===== src/rtl/cp_pkg.sv =====
package cp_pkg;
  localparam int DW    = 8;
  localparam int PTR_W = 7;

  typedef struct packed {
    logic          ptr_we;
    logic          dat_we;
    logic          rd_adv;
    logic [DW-1:0] data;
  } cp_req_t;

  typedef enum logic [2:0] {
    I_IDLE, I_ADDR, I_PTR, I_WDATA, I_RSTART, I_RDATA
  } i2c_st_e;
endpackage


===== src/rtl/cp_sync.sv =====
module cp_sync #(
  parameter int          W      = 3,
  parameter int          STAGES = 2,
  parameter logic [W-1:0] RST_VAL = '1
) (
  input  logic         clk_i,
  input  logic         rst_ni,
  input  logic [W-1:0] d_i,
  output logic [W-1:0] q_o
);
  logic [W-1:0] st_q [STAGES];

  for (genvar s = 0; s < STAGES; s++) begin : g_st
    always_ff @(posedge clk_i or negedge rst_ni) begin
      if (!rst_ni) st_q[s] <= RST_VAL;
      else if (s == 0) st_q[s] <= d_i;
      else st_q[s] <= st_q[(s == 0) ? 0 : s-1];
    end
  end

  assign q_o = st_q[STAGES-1];
endmodule


===== src/rtl/cp_regfile.sv =====
module cp_regfile import cp_pkg::*; #(
  parameter int NUM_REGS = 5
) (
  input  logic                   clk_i,
  input  logic                   rst_ni,
  input  cp_req_t                req_i,
  output logic [DW-1:0]          rd_data_o,
  output logic [NUM_REGS*DW-1:0] regs_o
);
  localparam logic [PTR_W-1:0] LAST = PTR_W'(NUM_REGS-1);

  logic [PTR_W-1:0] ptr_q;
  logic             incr_q;
  logic [DW-1:0]    mem_q [NUM_REGS];

  always_ff @(posedge clk_i or negedge rst_ni) begin
    if (!rst_ni) begin
      ptr_q  <= '0;
      incr_q <= 1'b0;
    end else if (req_i.ptr_we) begin
      incr_q <= req_i.data[7];
      ptr_q  <= req_i.data[PTR_W-1:0];
    end else if ((req_i.dat_we || req_i.rd_adv) && incr_q) begin
      ptr_q <= ptr_q + 1'b1;
    end
  end

  for (genvar g = 0; g < NUM_REGS; g++) begin : g_reg
    always_ff @(posedge clk_i or negedge rst_ni) begin
      if (!rst_ni) mem_q[g] <= '0;
      else if (req_i.dat_we && ptr_q == PTR_W'(g)) mem_q[g] <= req_i.data;
    end
    assign regs_o[g*DW +: DW] = mem_q[g];
  end

  always_comb begin
    rd_data_o = '0;
    for (int i = 0; i < NUM_REGS; i++)
      if (ptr_q == PTR_W'(i)) rd_data_o = mem_q[i];
  end

  p_incr_step_r5: assert property (@(posedge clk_i) disable iff (!rst_ni)
    (req_i.dat_we && !req_i.ptr_we && incr_q) |=> ptr_q == $past(ptr_q) + 1'b1);
  p_hold_ptr_r4: assert property (@(posedge clk_i) disable iff (!rst_ni)
    (req_i.dat_we && !req_i.ptr_we && !incr_q) |=> $stable(ptr_q));
  p_oob_ignored_r6: assert property (@(posedge clk_i) disable iff (!rst_ni)
    (req_i.dat_we && ptr_q > LAST) |=> $stable(regs_o));
endmodule


===== src/rtl/cp_i2c_fsm.sv =====
module cp_i2c_fsm import cp_pkg::*; (
  input  logic         clk_i,
  input  logic         rst_ni,
  input  logic         en_i,
  input  logic         scl_i,
  input  logic         sda_i,
  input  logic [6:0]   dev_addr_i,
  input  logic [DW-1:0] rd_data_i,
  output cp_req_t      req_o,
  output logic         sda_oe_o
);
  i2c_st_e       st_q;
  logic          scl_q, sda_q, ack_ph_q, ack_drv_q;
  logic [3:0]    bit_cnt_q;
  logic [DW-1:0] sh_q, tx_q;

  logic scl_rise, scl_fall, start_ev, stop_ev;
  assign scl_rise = scl_i & ~scl_q;
  assign scl_fall = ~scl_i & scl_q;
  assign start_ev = scl_i & scl_q & sda_q & ~sda_i;
  assign stop_ev  = scl_i & scl_q & ~sda_q & sda_i;

  always_ff @(posedge clk_i or negedge rst_ni) begin
    if (!rst_ni) begin
      scl_q <= 1'b1;
      sda_q <= 1'b1;
    end else begin
      scl_q <= scl_i;
      sda_q <= sda_i;
    end
  end

  always_ff @(posedge clk_i or negedge rst_ni) begin
    if (!rst_ni) begin
      st_q <= I_IDLE; bit_cnt_q <= '0; ack_ph_q <= 1'b0; ack_drv_q <= 1'b0;
      sh_q <= '0; tx_q <= '0; req_o <= '0;
    end else begin
      req_o <= '0;
      if (!en_i || stop_ev) begin
        st_q <= I_IDLE; ack_ph_q <= 1'b0; ack_drv_q <= 1'b0;
      end else if (start_ev) begin
        st_q <= I_ADDR; bit_cnt_q <= '0; ack_ph_q <= 1'b0; ack_drv_q <= 1'b0;
      end else if (st_q != I_IDLE) begin
        if (scl_rise) begin
          if (!ack_ph_q) begin
            sh_q      <= {sh_q[DW-2:0], sda_i};
            bit_cnt_q <= bit_cnt_q + 1'b1;
          end else if (st_q == I_RDATA) begin
            req_o.rd_adv <= 1'b1;
            if (sda_i) st_q <= I_IDLE;  // master NACK
          end
        end
        if (scl_fall) begin
          if (ack_ph_q) begin
            ack_ph_q <= 1'b0; ack_drv_q <= 1'b0; bit_cnt_q <= '0;
            if (st_q == I_RSTART || st_q == I_RDATA) begin
              st_q <= I_RDATA;
              tx_q <= rd_data_i;
            end
          end else if (bit_cnt_q == 4'd8) begin
            ack_ph_q <= 1'b1;
            unique case (st_q)
              I_ADDR: begin
                if (sh_q[7:1] == dev_addr_i) begin
                  ack_drv_q <= 1'b1;
                  st_q      <= sh_q[0] ? I_RSTART : I_PTR;
                end else st_q <= I_IDLE;
              end
              I_PTR: begin
                ack_drv_q <= 1'b1; st_q <= I_WDATA;
                req_o.ptr_we <= 1'b1; req_o.data <= sh_q;
              end
              I_WDATA: begin
                ack_drv_q <= 1'b1;
                req_o.dat_we <= 1'b1; req_o.data <= sh_q;
              end
              default: ;
            endcase
          end else if (st_q == I_RDATA) begin
            tx_q <= {tx_q[DW-2:0], 1'b0};
          end
        end
      end
    end
  end

  assign sda_oe_o = ack_drv_q | (st_q == I_RDATA && !ack_ph_q && !tx_q[DW-1]);

  p_ack_in_slot_r3: assert property (@(posedge clk_i) disable iff (!rst_ni)
    ack_drv_q |-> ack_ph_q);
  p_idle_released_r10: assert property (@(posedge clk_i) disable iff (!rst_ni)
    (st_q == I_IDLE) |-> !sda_oe_o);
  p_nack_foreign_r2: assert property (@(posedge clk_i) disable iff (!rst_ni)
    (en_i && !start_ev && !stop_ev && scl_fall && !ack_ph_q && bit_cnt_q == 4'd8
     && st_q == I_ADDR && sh_q[7:1] != dev_addr_i) |=> !sda_oe_o);
endmodule


===== src/rtl/cp_spi_fsm.sv =====
module cp_spi_fsm import cp_pkg::*; (
  input  logic       clk_i,
  input  logic       rst_ni,
  input  logic       en_i,
  input  logic       sck_i,
  input  logic       sdi_i,
  input  logic       csn_i,
  input  logic [6:0] chip_addr_i,
  output cp_req_t    req_o
);
  logic          sck_q, dead_q;
  logic [2:0]    bit_cnt_q;
  logic [1:0]    byte_idx_q;
  logic [DW-1:0] sh_q, sh_nxt;

  assign sh_nxt = {sh_q[DW-2:0], sdi_i};

  always_ff @(posedge clk_i or negedge rst_ni) begin
    if (!rst_ni) begin
      sck_q <= 1'b1; dead_q <= 1'b0; bit_cnt_q <= '0; byte_idx_q <= '0;
      sh_q <= '0; req_o <= '0;
    end else begin
      sck_q <= sck_i;
      req_o <= '0;
      if (!en_i || csn_i) begin
        bit_cnt_q <= '0; byte_idx_q <= '0; dead_q <= 1'b0;
      end else if (sck_i && !sck_q) begin
        sh_q      <= sh_nxt;
        bit_cnt_q <= bit_cnt_q + 1'b1;
        if (bit_cnt_q == 3'd7) begin
          if (byte_idx_q != 2'd2) byte_idx_q <= byte_idx_q + 1'b1;
          unique case (byte_idx_q)
            2'd0:    dead_q <= (sh_nxt != {chip_addr_i, 1'b0});
            2'd1:    begin req_o.ptr_we <= !dead_q; req_o.data <= sh_nxt; end
            default: begin req_o.dat_we <= !dead_q; req_o.data <= sh_nxt; end
          endcase
        end
      end
    end
  end

  p_dead_frame_r9: assert property (@(posedge clk_i) disable iff (!rst_ni)
    (dead_q && $past(dead_q)) |-> !(req_o.ptr_we || req_o.dat_we));
  p_no_read_req_r9: assert property (@(posedge clk_i) disable iff (!rst_ni)
    !req_o.rd_adv);
endmodule


===== src/rtl/dual_ctrl_port.sv =====
module dual_ctrl_port import cp_pkg::*; #(
  parameter int         NUM_REGS    = 5,
  parameter int         SYNC_STAGES = 2,
  parameter logic [5:0] ADDR_HI     = 6'b001000
) (
  input  logic                   clk_i,
  input  logic                   rst_ni,
  input  logic                   mode_i,
  input  logic                   sclk_i,
  input  logic                   sdat_i,
  input  logic                   sel_i,
  output logic                   sdat_oe_o,
  output logic [NUM_REGS*DW-1:0] regs_o
);
  logic          mode_q, mode_vld_q;
  logic          sclk_s, sdat_s, sel_s;
  logic          i2c_oe;
  cp_req_t       i2c_req, spi_req, req;
  logic [DW-1:0] rd_data;

  always_ff @(posedge clk_i or negedge rst_ni) begin
    if (!rst_ni) begin
      mode_q <= 1'b0; mode_vld_q <= 1'b0;
    end else if (!mode_vld_q) begin
      mode_q <= mode_i; mode_vld_q <= 1'b1;
    end
  end

  cp_sync #(.W(3), .STAGES(SYNC_STAGES), .RST_VAL(3'b111)) u_sync (
    .clk_i, .rst_ni, .d_i({sclk_i, sdat_i, sel_i}), .q_o({sclk_s, sdat_s, sel_s})
  );

  cp_i2c_fsm u_i2c (
    .clk_i, .rst_ni, .en_i(mode_vld_q && !mode_q), .scl_i(sclk_s), .sda_i(sdat_s),
    .dev_addr_i({ADDR_HI, sel_s}), .rd_data_i(rd_data), .req_o(i2c_req), .sda_oe_o(i2c_oe)
  );

  cp_spi_fsm u_spi (
    .clk_i, .rst_ni, .en_i(mode_vld_q && mode_q), .sck_i(sclk_s), .sdi_i(sdat_s),
    .csn_i(sel_s), .chip_addr_i({ADDR_HI, 1'b0}), .req_o(spi_req)
  );

  assign req       = mode_q ? spi_req : i2c_req;
  assign sdat_oe_o = i2c_oe && !mode_q;

  cp_regfile #(.NUM_REGS(NUM_REGS)) u_rf (
    .clk_i, .rst_ni, .req_i(req), .rd_data_o(rd_data), .regs_o
  );

  p_mode_hold_r1: assert property (@(posedge clk_i) disable iff (!rst_ni)
    mode_vld_q |=> ($stable(mode_q) && mode_vld_q));
  p_spi_quiet_r9: assert property (@(posedge clk_i) disable iff (!rst_ni)
    mode_q |-> !sdat_oe_o);
endmodule


===== config.mk =====
export PLATFORM = sky130hd
export DESIGN_NAME = dual_ctrl_port
export DESIGN_NICKNAME = d
export VERILOG_FILES = /design/src/rtl/cp_pkg.sv /design/src/rtl/cp_sync.sv /design/src/rtl/cp_regfile.sv /design/src/rtl/cp_i2c_fsm.sv /design/src/rtl/cp_spi_fsm.sv /design/src/rtl/dual_ctrl_port.sv
export SDC_FILE = /design/constraint.sdc
export NUM_CORES = 1
export LEC_CHECK = 0
export BUFFER_PORTS_ARGS = -buffer_cell sky130_fd_sc_hd__buf_4
export CAP_MARGIN = 20
export CORE_ASPECT_RATIO = 0.75
export CORE_MARGIN = 2
export CORE_UTILIZATION = 54
export CTS_CLUSTER_SIZE = 25
export DETAILED_ROUTE_END_ITERATION = 8
export HOLD_SLACK_MARGIN = 0.03
export PLACE_DENSITY = 0.76
export SETUP_SLACK_MARGIN = 0.4
export SLEW_MARGIN = 20
export SYNTH_ARGS = -nofsm -noshare
export SYNTH_HDL_FRONTEND = slang
export SYNTH_SLANG_ARGS = --single-unit

===== constraint.sdc =====
create_clock -name clk_i -period 2.1 [get_ports clk_i]
set_clock_uncertainty 0.1 [all_clocks]
set_input_delay 0.525 -clock clk_i [delete_from_list [all_inputs] [get_ports clk_i]]
set_output_delay 0.525 -clock clk_i [all_outputs]
set_load 0.02 [all_outputs]

==> results.txt, run 1 <==
status - complete, no violations
initial core utilization - 0.562
Crit path largest cell delay - 600 ps
Nets - 644
fmax - 481 MHz
Critical Path Source Type - flop
die area - 11000 sq um
drt pass-1 iters - 6
wire per inst - 23.1 um
GRT Overall Usage - 0.303
syn avg cell area - 11.1 sq um
Post-Layout Inst Area - 7900 sq um
worst slew pin tran - 474 ps
Max Transition Viols Final - 0
CP Data Required Time - 2320 ps
number of synthesized flops with an enable pin - 0
Post-route DRC - 0
Area Overhead vs Synth - 44.6%
CTS Buf Count - 17
die width - 120 um
global-route wire length before repair - 24900 um
Routability Congestion - 0.904
Netlist Area Pre-Place - 5470 sq um
Port Buf Inserts - 46
Critical Path Most Common Cell - buf_4
final worst-path cycle share - 0.990
most frequent cell after synthesis - dfrtp_1
crit path cell chain - buf_4 -> or4_4 -> nor2_1 -> buf_4 -> a32oi_1 -> o211ai_1
Overflow after GRT - 0
layout cells sized above 1 - 0.473
worst hold slack - 113 ps
number of core rows - 31
CTS Sinks - 117
fraction of registers with async set/reset - 1.00
drt first-iter violations - 544
Period minus WS final - 2080 ps
clk slew on worst S/H paths - 60 ps
wirelength, routed - 17800 um
# setup viols final - 0
Netlist cell types - 60
CP Data Arrival Time - 2300 ps
RSZ-0062 raised after global routing - true
Root Buffer - clkbuf_16
vias in the first global route - 4536
crit path kind - flop to flop
Routed Antenna Nets - 0
Via Count - 4903
Mapped Nets - 509
die height - 91.1 um
CTS tree - done
Syn. warnings - 0
Non-Filler Instances - 772
Final Hold Viols - 0
Filler Cell Count - 503
VDD IR max - 0.711 mV
HP Class - primary input to flop
CTS Buffer Depth - 2
DR vias/cell - 6.35
CTS H-tree lvls - 4
leakage dissipation - 3.60 nW
Total Neg Setup Slack - 0 ps
top cells by count, synth - 109 x dfrtp_1, 55 x nor2_1, 51 x a21oi_1
synth top area cells - dfrtp_1 50%, a21oi_1 4.7%, dfstp_2 3.8%
post-synth top area share - 0.499
Crit. End Element - flop
initial antenna violation count - 0
Max Cap Viol - 0
largest net degree at the start of global routing - 58
Clock Latency Late Sink - 420 ps
DP Wirelength - 9800 um
critical-path cell with the highest stage delay - or4_4
Synth area leader - dfrtp_1
total I/O pin count - 47
Cells after DPL - 687
Worst Path Max Fanout - 7
# diodes - 0
most common flop cell mapped by yosys - dfrtp_1
Syn Inst Count - 492
max_slew headroom - 0.677
synthesized flop and latch total - 117
sequential share of the synthesized area - 0.537
Area after DPL - 6360 sq um
Pwr per Cell Area - 711 nW/um^2
core area - 9740 sq um
==> logic make-up (layout without fill, tap and decap cells) <==
group / Yosys count / count (layout) / synth area share
compound gates: 105 / 105 / 0.120
fa+ha+maj: 11 / 11 / 0.0252
xor+xnor: 7 / 7 / 0.0112
mux: 40 / 40 / 0.0780
simple gates: 180 / 182 / 0.198
flops: 117 / 117 / 0.537
other cells: 1 / 1 / 0.000686
buf+inv: 31 / 177 / 0.0293
==> through the flow <==
stage / power (mW) / utilization / setup WS, ps
after floorplan: 2.44 / - / -54.2
after global placement: 2.52 / 0.654 / 104
after detailed placement: 2.53 / 0.654 / 40.5
after CTS: 5.60 / 0.766 / 94.0
after global routing: 5.77 / 0.812 / -14.1
final: 5.62 / 0.812 / 20.4
==> power breakdown <==
group / internal [mW] / switching, mW
Combinational: 0.0868 / 0.124
Sequential: 2.29 / 0.0323
Clock: 1.99 / 1.09
==> cell type report <==
cell class	count	area, sq um	area share
clock inverters	15	204	0.0258
flip-flops and latches	117	2940	0.372
repair buffers	136	1230	0.155
clock buffers	17	425	0.0538
multi-input cells	346	2910	0.368
inverters	9	33.8	0.00427
well taps	132	165	0.0209
==> layer usage <==
metal | up-vias | share of wire | GRT usage
met4 | 0 | 0.033 | 0.103
met1 | 2477 | 0.39 | 0.412
met2 | 299 | 0.49 | 0.473
met3 | 70 | 0.089 | 0.0804
met5 | - | 0 | 0
li1 | 2057 | - | -
==> critical path, delay by kind of cell (launching register included) <==
kind                   cells  cell delay [ps]
buffers and inverters      2              350
and+or+nand+nor            2              790
DFF                        1              400
AOI/OAI and AO/OA          2              330
==> layout by cell type, fill, tap and decap left out, drive strengths merged, types with 8 or more instances in the layout <==
master | synthesis | layout
a21oi | 52 | 52
and2 | 18 | 18
buf | 9 | 132
clkbuf | 13 | 19
clkinv | 0 | 8
dfrtp | 109 | 109
dfstp | 8 | 8
ha | 11 | 11
inv | 9 | 11
mux2 | 18 | 18
mux2i | 22 | 22
nand2 | 20 | 20
nand3 | 13 | 14
nand4 | 8 | 8
nor2 | 57 | 57
nor2b | 11 | 11
o211ai | 16 | 16
o21ai | 10 | 10
==> path summary, 6_finish.rpt <==
kind	startpoint	end	slack, ps	cells after the start
worst min-delay path	sel_i	u_sync.st_q[3]	110	1
worst max register to register	u_rf.ptr_q[5]	u_i2c.tx_q[5]	20	6
min in group asynchronous	rst_ni	u_spi.req_o[6]	420	2
worst min register to register	u_sync.st_q[3]	u_sync.q_o[0]	260	0
max in group asynchronous	rst_ni	u_rf.regs_o[23]	910	3
worst max-delay path	u_rf.ptr_q[5]	u_i2c.tx_q[5]	20	6
==> repair_timing <==
| item | CTS | global route |
|---|---|---|
| hold buffers | 1 | 0 |
| resized for setup | 55 | 56 |
| hold endpoints to repair | 15 | 0 |
| cloned | 3 | 2 |
| setup buffers | 27 | 20 |
| pin swaps | 13 | 25 |
| endpoints found under the setup margin | 91 | 91 |
==> sequential cells by signal, summed over array words and instances (netlist names) <==
signal            count
u_i2c.tx_q            8
u_i2c.sh_q            8
u_spi.req_o          10
u_i2c.ack_ph_q        1
u_i2c.bit_cnt_q       4
u_sync.q_o            3
u_i2c.ack_drv_q       1
u_spi.sck_q           1
u_spi.dead_q          1
u_i2c.req_o          11
mode_vld_q            1
u_spi.sh_q            7
u_sync.st_q           3
u_i2c.sda_q           1
u_spi.bit_cnt_q       3
u_i2c.st_q            3
u_spi.byte_idx_q      2
u_rf.ptr_q            7
mode_q                1
u_rf.incr_q           1
u_rf.regs_o          40
No activity file was read; power rests on OpenSTA's default activity.
==> run 2, diff against run 1 <==
--- a/config.mk
+++ b/config.mk
@@ -5,6 +5,7 @@
 export SDC_FILE = /design/constraint.sdc
 export NUM_CORES = 1
 export LEC_CHECK = 0
+export ABC_AREA = 1
 export BUFFER_PORTS_ARGS = -buffer_cell sky130_fd_sc_hd__buf_4
 export CAP_MARGIN = 20
 export CORE_ASPECT_RATIO = 0.75
==> results.txt, run 2 <==
Period minus WS final - 2170 ps (was 2080 ps)
RSZ-0062 raised after global routing - true (unchanged)
synthesized flop and latch total - 117 (unchanged)
commonest non-fill, non-tap cell in the layout - nand2_1 (was buf_4)
final worst slack - -68.3 ps (was 20.4 ps)
syn avg cell area - 8.61 sq um (was 11.1 sq um)
max reg flops - 40 (unchanged)
fmax - 461 MHz (was 481 MHz)
CP Data Required Time - 1470 ps (was 2320 ps)
post-synth top area share - 0.478 (was 0.499)
drt pass-1 iters - 5 (was 6)
Max Transition Viols Final - 0 (unchanged)
wire per inst - 18.7 um (was 23.1 um)
leakage dissipation - 3.57 nW (was 3.60 nW)
Mapped Nets - 679 (was 509)
Synth Area in Adders - 0.0241 (was 0.0252)
Area Overhead vs Synth - 35.4% (was 44.6%)
failing checks - negative setup slack
post-placement setup slack - 119 ps (was 40.5 ps)
CTS Buf Count - 17 (unchanged)
DP Wirelength - 9840 um (was 9800 um)
sequential share of the synthesized area - 0.515 (was 0.537)
total I/O pin count - 47 (unchanged)
GRT Overall Usage - 0.273 (was 0.303)
clk slew on worst S/H paths - 50 ps (was 60 ps)
die area - 11400 sq um (was 11000 sq um)
simple-gate share of the synthesized area - 0.251 (was 0.198)
Syn. warnings - 0 (unchanged)
CTS tree - done (unchanged)
Netlist cell types - 46 (was 60)
most frequent cell after synthesis - nand2_1 (was dfrtp_1)
initial core utilization - 0.554 (was 0.562)
mux share of post-synthesis cell area - 0 (was 0.0780)
VDD IR max - 0.570 mV (was 0.711 mV)
largest net degree at the start of global routing - 118 (was 58)
# diodes - 0 (unchanged)
synth top area cells - dfrtp_1 48%, nand2_1 9.1%, inv_1 5.0% (was dfrtp_1 50%, a21oi_1 4.7%, dfstp_2 3.8%)
Routability Congestion - 0.992 (was 0.904)
Port Buf Inserts - 46 (unchanged)
layout cells sized above 1 - 0.361 (was 0.473)
CTS Sinks - 117 (unchanged)
Synth area leader - dfrtp_1 (unchanged)
number of synthesized flops with an enable pin - 0 (unchanged)
crit path kind - flop to primary output (was flop to flop)
# setup viols final - 1 (was 0)
die height - 93.0 um (was 91.1 um)
Final Hold Viols - 0 (unchanged)
max_slew headroom - 0.584 (was 0.677)
Worst Path Max Fanout - 4 (was 7)
Routed Antenna Nets - 0 (unchanged)
hold-fix buffer count after cts - 0 (was 1)
CP Data Arrival Time - 1540 ps (was 2300 ps)
worst hold slack - 81.3 ps (was 113 ps)
Crit. End Element - primary output (was flop)
most common flop cell mapped by yosys - dfrtp_1 (unchanged)
Pwr per Cell Area - 684 nW/um^2 (was 711 nW/um^2)
fraction of registers with async set/reset - 1.00 (unchanged)
initial antenna violation count - 0 (unchanged)
global-route wire length before repair - 23400 um (was 24900 um)
Root Buffer - clkbuf_16 (unchanged)
Netlist Area Pre-Place - 5700 sq um (was 5470 sq um)
Max Cap Viol - 0 (unchanged)
most frequent cells in the layout - 123 x nand2_1, 98 x dfrtp_1, 92 x buf_4 (was 107 x buf_4, 105 x dfrtp_1, 36 x nor2_1)
Via Count - 5318 (was 4903)
final worst-path cycle share - 1.03 (was 0.990)
worst slew pin tran - 624 ps (was 474 ps)
DR vias/cell - 5.79 (was 6.35)
status - finished with violations (was complete, no violations)
number of core rows - 32 (was 31)
Overflow after GRT - 0 (unchanged)
drt first-iter violations - 593 (was 544)
Synth Area in Compound Gates - 0.119 (was 0.120)
CTS Buffer Depth - 2 (unchanged)
HP Class - primary input to asynchronous set/reset pin (was primary input to flop)
Syn Inst Count - 662 (was 492)
vias in the first global route - 4687 (was 4536)
top cells by count, synth - 138 x nand2_1, 109 x dfrtp_1, 76 x inv_1 (was 109 x dfrtp_1, 55 x nor2_1, 51 x a21oi_1)
core area - 10300 sq um (was 9740 sq um)
largest family of logic cells by synthesized area - simple AND/OR/NAND/NOR gates (unchanged)
die width - 123 um (was 120 um)
Nets - 787 (was 644)
Clock Latency Late Sink - 420 ps (about the same)
Synth Area in XOR/XNOR - 0.0108 (was 0.0112)
Post-route DRC - 0 (unchanged)
CTS H-tree lvls - 4 (unchanged)
wirelength, routed - 17100 um (was 17800 um)
Critical Path Source Type - flop (unchanged)
-- run 2: timing repair --
action	4_1_cts	5_1_grt
hold endpoints to repair	0	0
resized for setup	28	120
buffers inserted	18	32
setup endpoints to repair	88	92
pin swaps	13	34
cloned	1	3
-- run 2: where the power goes --
group          switching [mW]  total, mW  internal [mW]  leakage [nW]
registers              0.0377       2.34           2.30          1.58
clock network            1.02       2.68           1.66         0.264
logic                   0.168      0.259         0.0908          1.72
total                    1.23       5.28           4.05          3.57
-- run 2: area by class of cell --
cell class / instances / area [sq um]
Sequential cell: 117 / 2950
Multi-Input combinational cell: 442 / 2780
Fill cell: 679 / 2570
Timing Repair Buffer: 106 / 927
Clock buffer: 21 / 460
Inverter: 86 / 347
Tap cell: 136 / 170
Clock inverter: 10 / 82.6
-- run 2: stage by stage --
stage	power (mW)	utilization	instance area (sq um)	instances	TNS, ps
6_report	5.28	0.750	7720	918	-68.3
5_1_grt	5.43	0.750	7720	918	-146
4_1_cts	5.21	0.679	6980	883	-27.7
3_5_place_dp	2.56	0.599	6170	833	0
3_3_place_gp	2.55	0.599	6170	833	0
2_1_floorplan	2.46	-	5710	662	0
-- run 2: worst max-delay path, cell delays in order, from the launching register on --
cell	delay (ps)
dfrtp_2	440
nor2_4	130
nand2_2	70
nor3_2	120
nor2_1	80
nor2_2	140
buf_6	140
-- run 2: worst paths after layout --
path                           startpoint            endpoint  slack (ps)  depth (start not counted)
hold reg to reg            u_sync.st_q[3]       u_sync.q_o[0]         250                          0
max in group asynchronous          rst_ni      u_i2c.ack_ph_q        1320                          2
min in group clk_i                 sclk_i      u_sync.st_q[5]         110                          1
setup reg to reg            u_sync.q_o[2]  u_i2c.bit_cnt_q[3]         270                          8
hold / removal                     rst_ni      u_spi.req_o[4]          80                          2
setup / recovery            u_i2c.st_q[1]           sdat_oe_o         -70                          6
-- run 2: metal layers --
layer | global-route usage | routed length [um]
met1 | 0.371 | 6920
met2 | 0.410 | 8020
met3 | 0.0799 | 1620
met4 | 0.116 | 585
met5 | 0 | 0
-- run 2: cells by family (layout without fill, tap and decap cells) --
kind of cell	after synthesis	after routing
other	1	1
adders and majority gates	11	11
and+or+nand+nor	299	301
DFF	117	117
xor gates and xnor gates	7	7
AOI/OAI and AO/OA	122	122
buffers and inverters	105	223
==> run 3, diff against run 2 <==
--- a/config.mk
+++ b/config.mk
@@ -8,15 +8,18 @@
 export ABC_AREA = 1
 export BUFFER_PORTS_ARGS = -buffer_cell sky130_fd_sc_hd__buf_4
 export CAP_MARGIN = 20
+export CELL_PAD_IN_SITES_DETAIL_PLACEMENT = 1
+export CELL_PAD_IN_SITES_GLOBAL_PLACEMENT = 1
 export CORE_ASPECT_RATIO = 0.75
 export CORE_MARGIN = 2
-export CORE_UTILIZATION = 54
+export CORE_UTILIZATION = 41
 export CTS_CLUSTER_SIZE = 25
 export DETAILED_ROUTE_END_ITERATION = 8
 export HOLD_SLACK_MARGIN = 0.03
-export PLACE_DENSITY = 0.76
+export PLACE_DENSITY_LB_ADDON = 0.1
 export SETUP_SLACK_MARGIN = 0.4
 export SLEW_MARGIN = 20
 export SYNTH_ARGS = -nofsm -noshare
 export SYNTH_HDL_FRONTEND = slang
 export SYNTH_SLANG_ARGS = --single-unit
+export TNS_END_PERCENT = 20
==> results.txt, run 3 (synthesis gave the netlist of run 2 again) <==
Routability Congestion - 0.884 (was 0.992)
global route hottest layer - met2 (unchanged)
HP Class - primary input to flop (was primary input to asynchronous set/reset pin)
leakage dissipation - 3.54 nW (was 3.57 nW)
Max Cap Viol - 0 (unchanged)
VDD IR max - 0.544 mV (was 0.570 mV)
CTS Buffer Depth - 2 (unchanged)
max reg flops - 40 (unchanged)
initial antenna violation count - 0 (unchanged)
Reg power frac - 0.415 (was 0.442)
# diodes - 0 (unchanged)
wire per inst - 20.3 um (was 18.7 um)
worst-case register-to-register setup slack - 120 ps (was 270 ps)
Final Hold Viols - 0 (unchanged)
Non-Filler Instances - 932 (was 918)
Crit. End Element - primary output (unchanged)
GR Util met1 - 0.361 (was 0.371)
Psw - 1.33 mW (was 1.23 mW)
number of core rows - 37 (was 32)
initial core utilization - 0.417 (was 0.554)
Filler Cell Count - 1545 (was 679)
RSZ-0062 raised after global routing - true (unchanged)
Sw Share - 0.236 (was 0.232)
CP Data Arrival Time - 1560 ps (was 1540 ps)
Design Power - 5.62 mW (was 5.28 mW)
Period minus WS final - 2190 ps (was 2170 ps)
wirelength, routed - 18900 um (was 17100 um)
crit path kind - flop to primary output (unchanged)
Area Overhead vs Synth - 34.2% (was 35.4%)
CTS Buf Count - 17 (unchanged)
failing checks - design-rule violations, negative setup slack (was negative setup slack)
DP Wirelength - 12900 um (was 9840 um)
Port Buf Inserts - 46 (unchanged)
die height - 106 um (was 93.0 um)
commonest non-fill, non-tap cell in the layout - nand2_1 (unchanged)
largest net degree at the start of global routing - 38 (was 118)
global-route wire length before repair - 29000 um (was 23400 um)
GRT Overall Usage - 0.256 (was 0.273)
Max Transition Viols Final - 0 (unchanged)
Post-route DRC - 6 (was 0)
worst hold slack - 106 ps (was 81.3 ps)
GR Util met3 - 0.0414 (was 0.0799)
final worst slack - -87.1 ps (was -68.3 ps)
drt pass-1 iters - 9 (was 5)
DR vias/cell - 5.41 (was 5.79)
die area - 14900 sq um (was 11400 sq um)
Root Buffer - clkbuf_16 (unchanged)
Clk pwr share - 0.539 (was 0.508)
combinational share of power - 0.045 (was 0.049)
Worst Path Max Fanout - 2 (was 4)
status - finished with violations (unchanged)
total I/O pin count - 47 (unchanged)
max_slew headroom - 0.539 (was 0.584)
CTS tree - done (unchanged)
drt first-iter violations - 292 (was 593)
clk slew on worst S/H paths - 60 ps (was 50 ps)
worst hold path cell count - 1
worst slew pin tran - 681 ps (was 624 ps)
Final Util - 0.560 (was 0.750)
die width - 140 um (was 123 um)
Routed Antenna Nets - 0 (unchanged)
Critical Path Source Type - flop (unchanged)
core area - 13700 sq um (was 10300 sq um)
CTS Sinks - 117 (unchanged)
# setup viols final - 1 (unchanged)
layout cells sized above 1 - 0.363 (was 0.361)
M2 GR Usage - 0.409 (was 0.410)
Pwr per Cell Area - 734 nW/um^2 (was 684 nW/um^2)
Nets - 761 (was 787)
vias in the first global route - 5245 (was 4687)
most frequent cells in the layout - 110 x nand2_1, 96 x dfrtp_1, 70 x buf_4 (was 123 x nand2_1, 98 x dfrtp_1, 92 x buf_4)
final worst-path cycle share - 1.04 (was 1.03)
Overflow after GRT - 0 (unchanged)
fmax - 457 MHz (was 461 MHz)
internal power - 4.29 mW (was 4.05 mW)
Clock Latency Late Sink - 420 ps (about the same)
R2R cell count - 8 (unchanged)
CTS H-tree lvls - 4 (unchanged)
CP Data Required Time - 1470 ps (about the same)
Via Count - 5042 (was 5318)
Cells after DPL - 878 (was 833)
-- run 3: through the flow --
step	cell area (sq um)	setup TNS (ps)	setup WS (ps)
after floorplan	5700	0	361
after global placement	6260	0	216
after detailed placement	6260	0	156
after CTS	7290	-89.7	-89.7
after global routing	7650	-121	-121
final	7650	-87.1	-87.1
-- run 3: repair_timing --
| action | CTS | global route |
|---|---|---|
| gates resized for setup | 77 | 74 |
| gates cloned | 0 | 1 |
| setup endpoints to repair | 97 | 99 |
| hold endpoints to repair | 10 | 0 |
| buffers inserted | 12 | 8 |
| pin swaps | 68 | 67 |
| hold buffers | 1 | 0 |
-- run 3: path summary, 6_finish.rpt --
kind,start,to
setup / recovery,u_i2c.st_q[1],sdat_oe_o
hold / removal,sel_i,u_sync.st_q[3]
setup reg to reg,u_sync.q_o[2],u_i2c.bit_cnt_q[3]
hold reg to reg,u_sync.st_q[4],u_sync.q_o[1]
max in group asynchronous,rst_ni,u_i2c.ack_ph_q
min in group asynchronous,rst_ni,u_rf.regs_o[27]
-- run 3: metal layers --
layer,vias to the layer above,share of wire
met2,109,0.48
met3,18,0.039
met4,0,0.0096
li1,2323,-
met1,2592,0.47
met5,-,0
-- run 3: cell type report --
type	count	area, sq um	area share
Multi-Input combinational cell	441	2820	0.368
Timing Repair Buffer	81	701	0.0915
Inverter	86	347	0.0453
Sequential cell	117	2950	0.386
Clock buffer	18	439	0.0574
Clock inverter	14	176	0.0231
Tap cell	175	219	0.0286
-- run 3: worst max-delay path: stages, from the launching register on --
cell and delay [ps]:
dfrtp_1 420, nor2_4 150, nand2_2 70, nor3_2 100, nor2_1 70, nor2_2 180
buf_6 150
-- run 3: power groups by stage --
stage	registers [mW]	clock network (mW)	logic, mW
after floorplan	2.36	0	0.0969
after global placement	2.37	0	0.202
after detailed placement	2.37	0	0.209
after CTS	2.33	3.08	0.230
after global routing	2.34	3.16	0.279
final	2.33	3.03	0.254
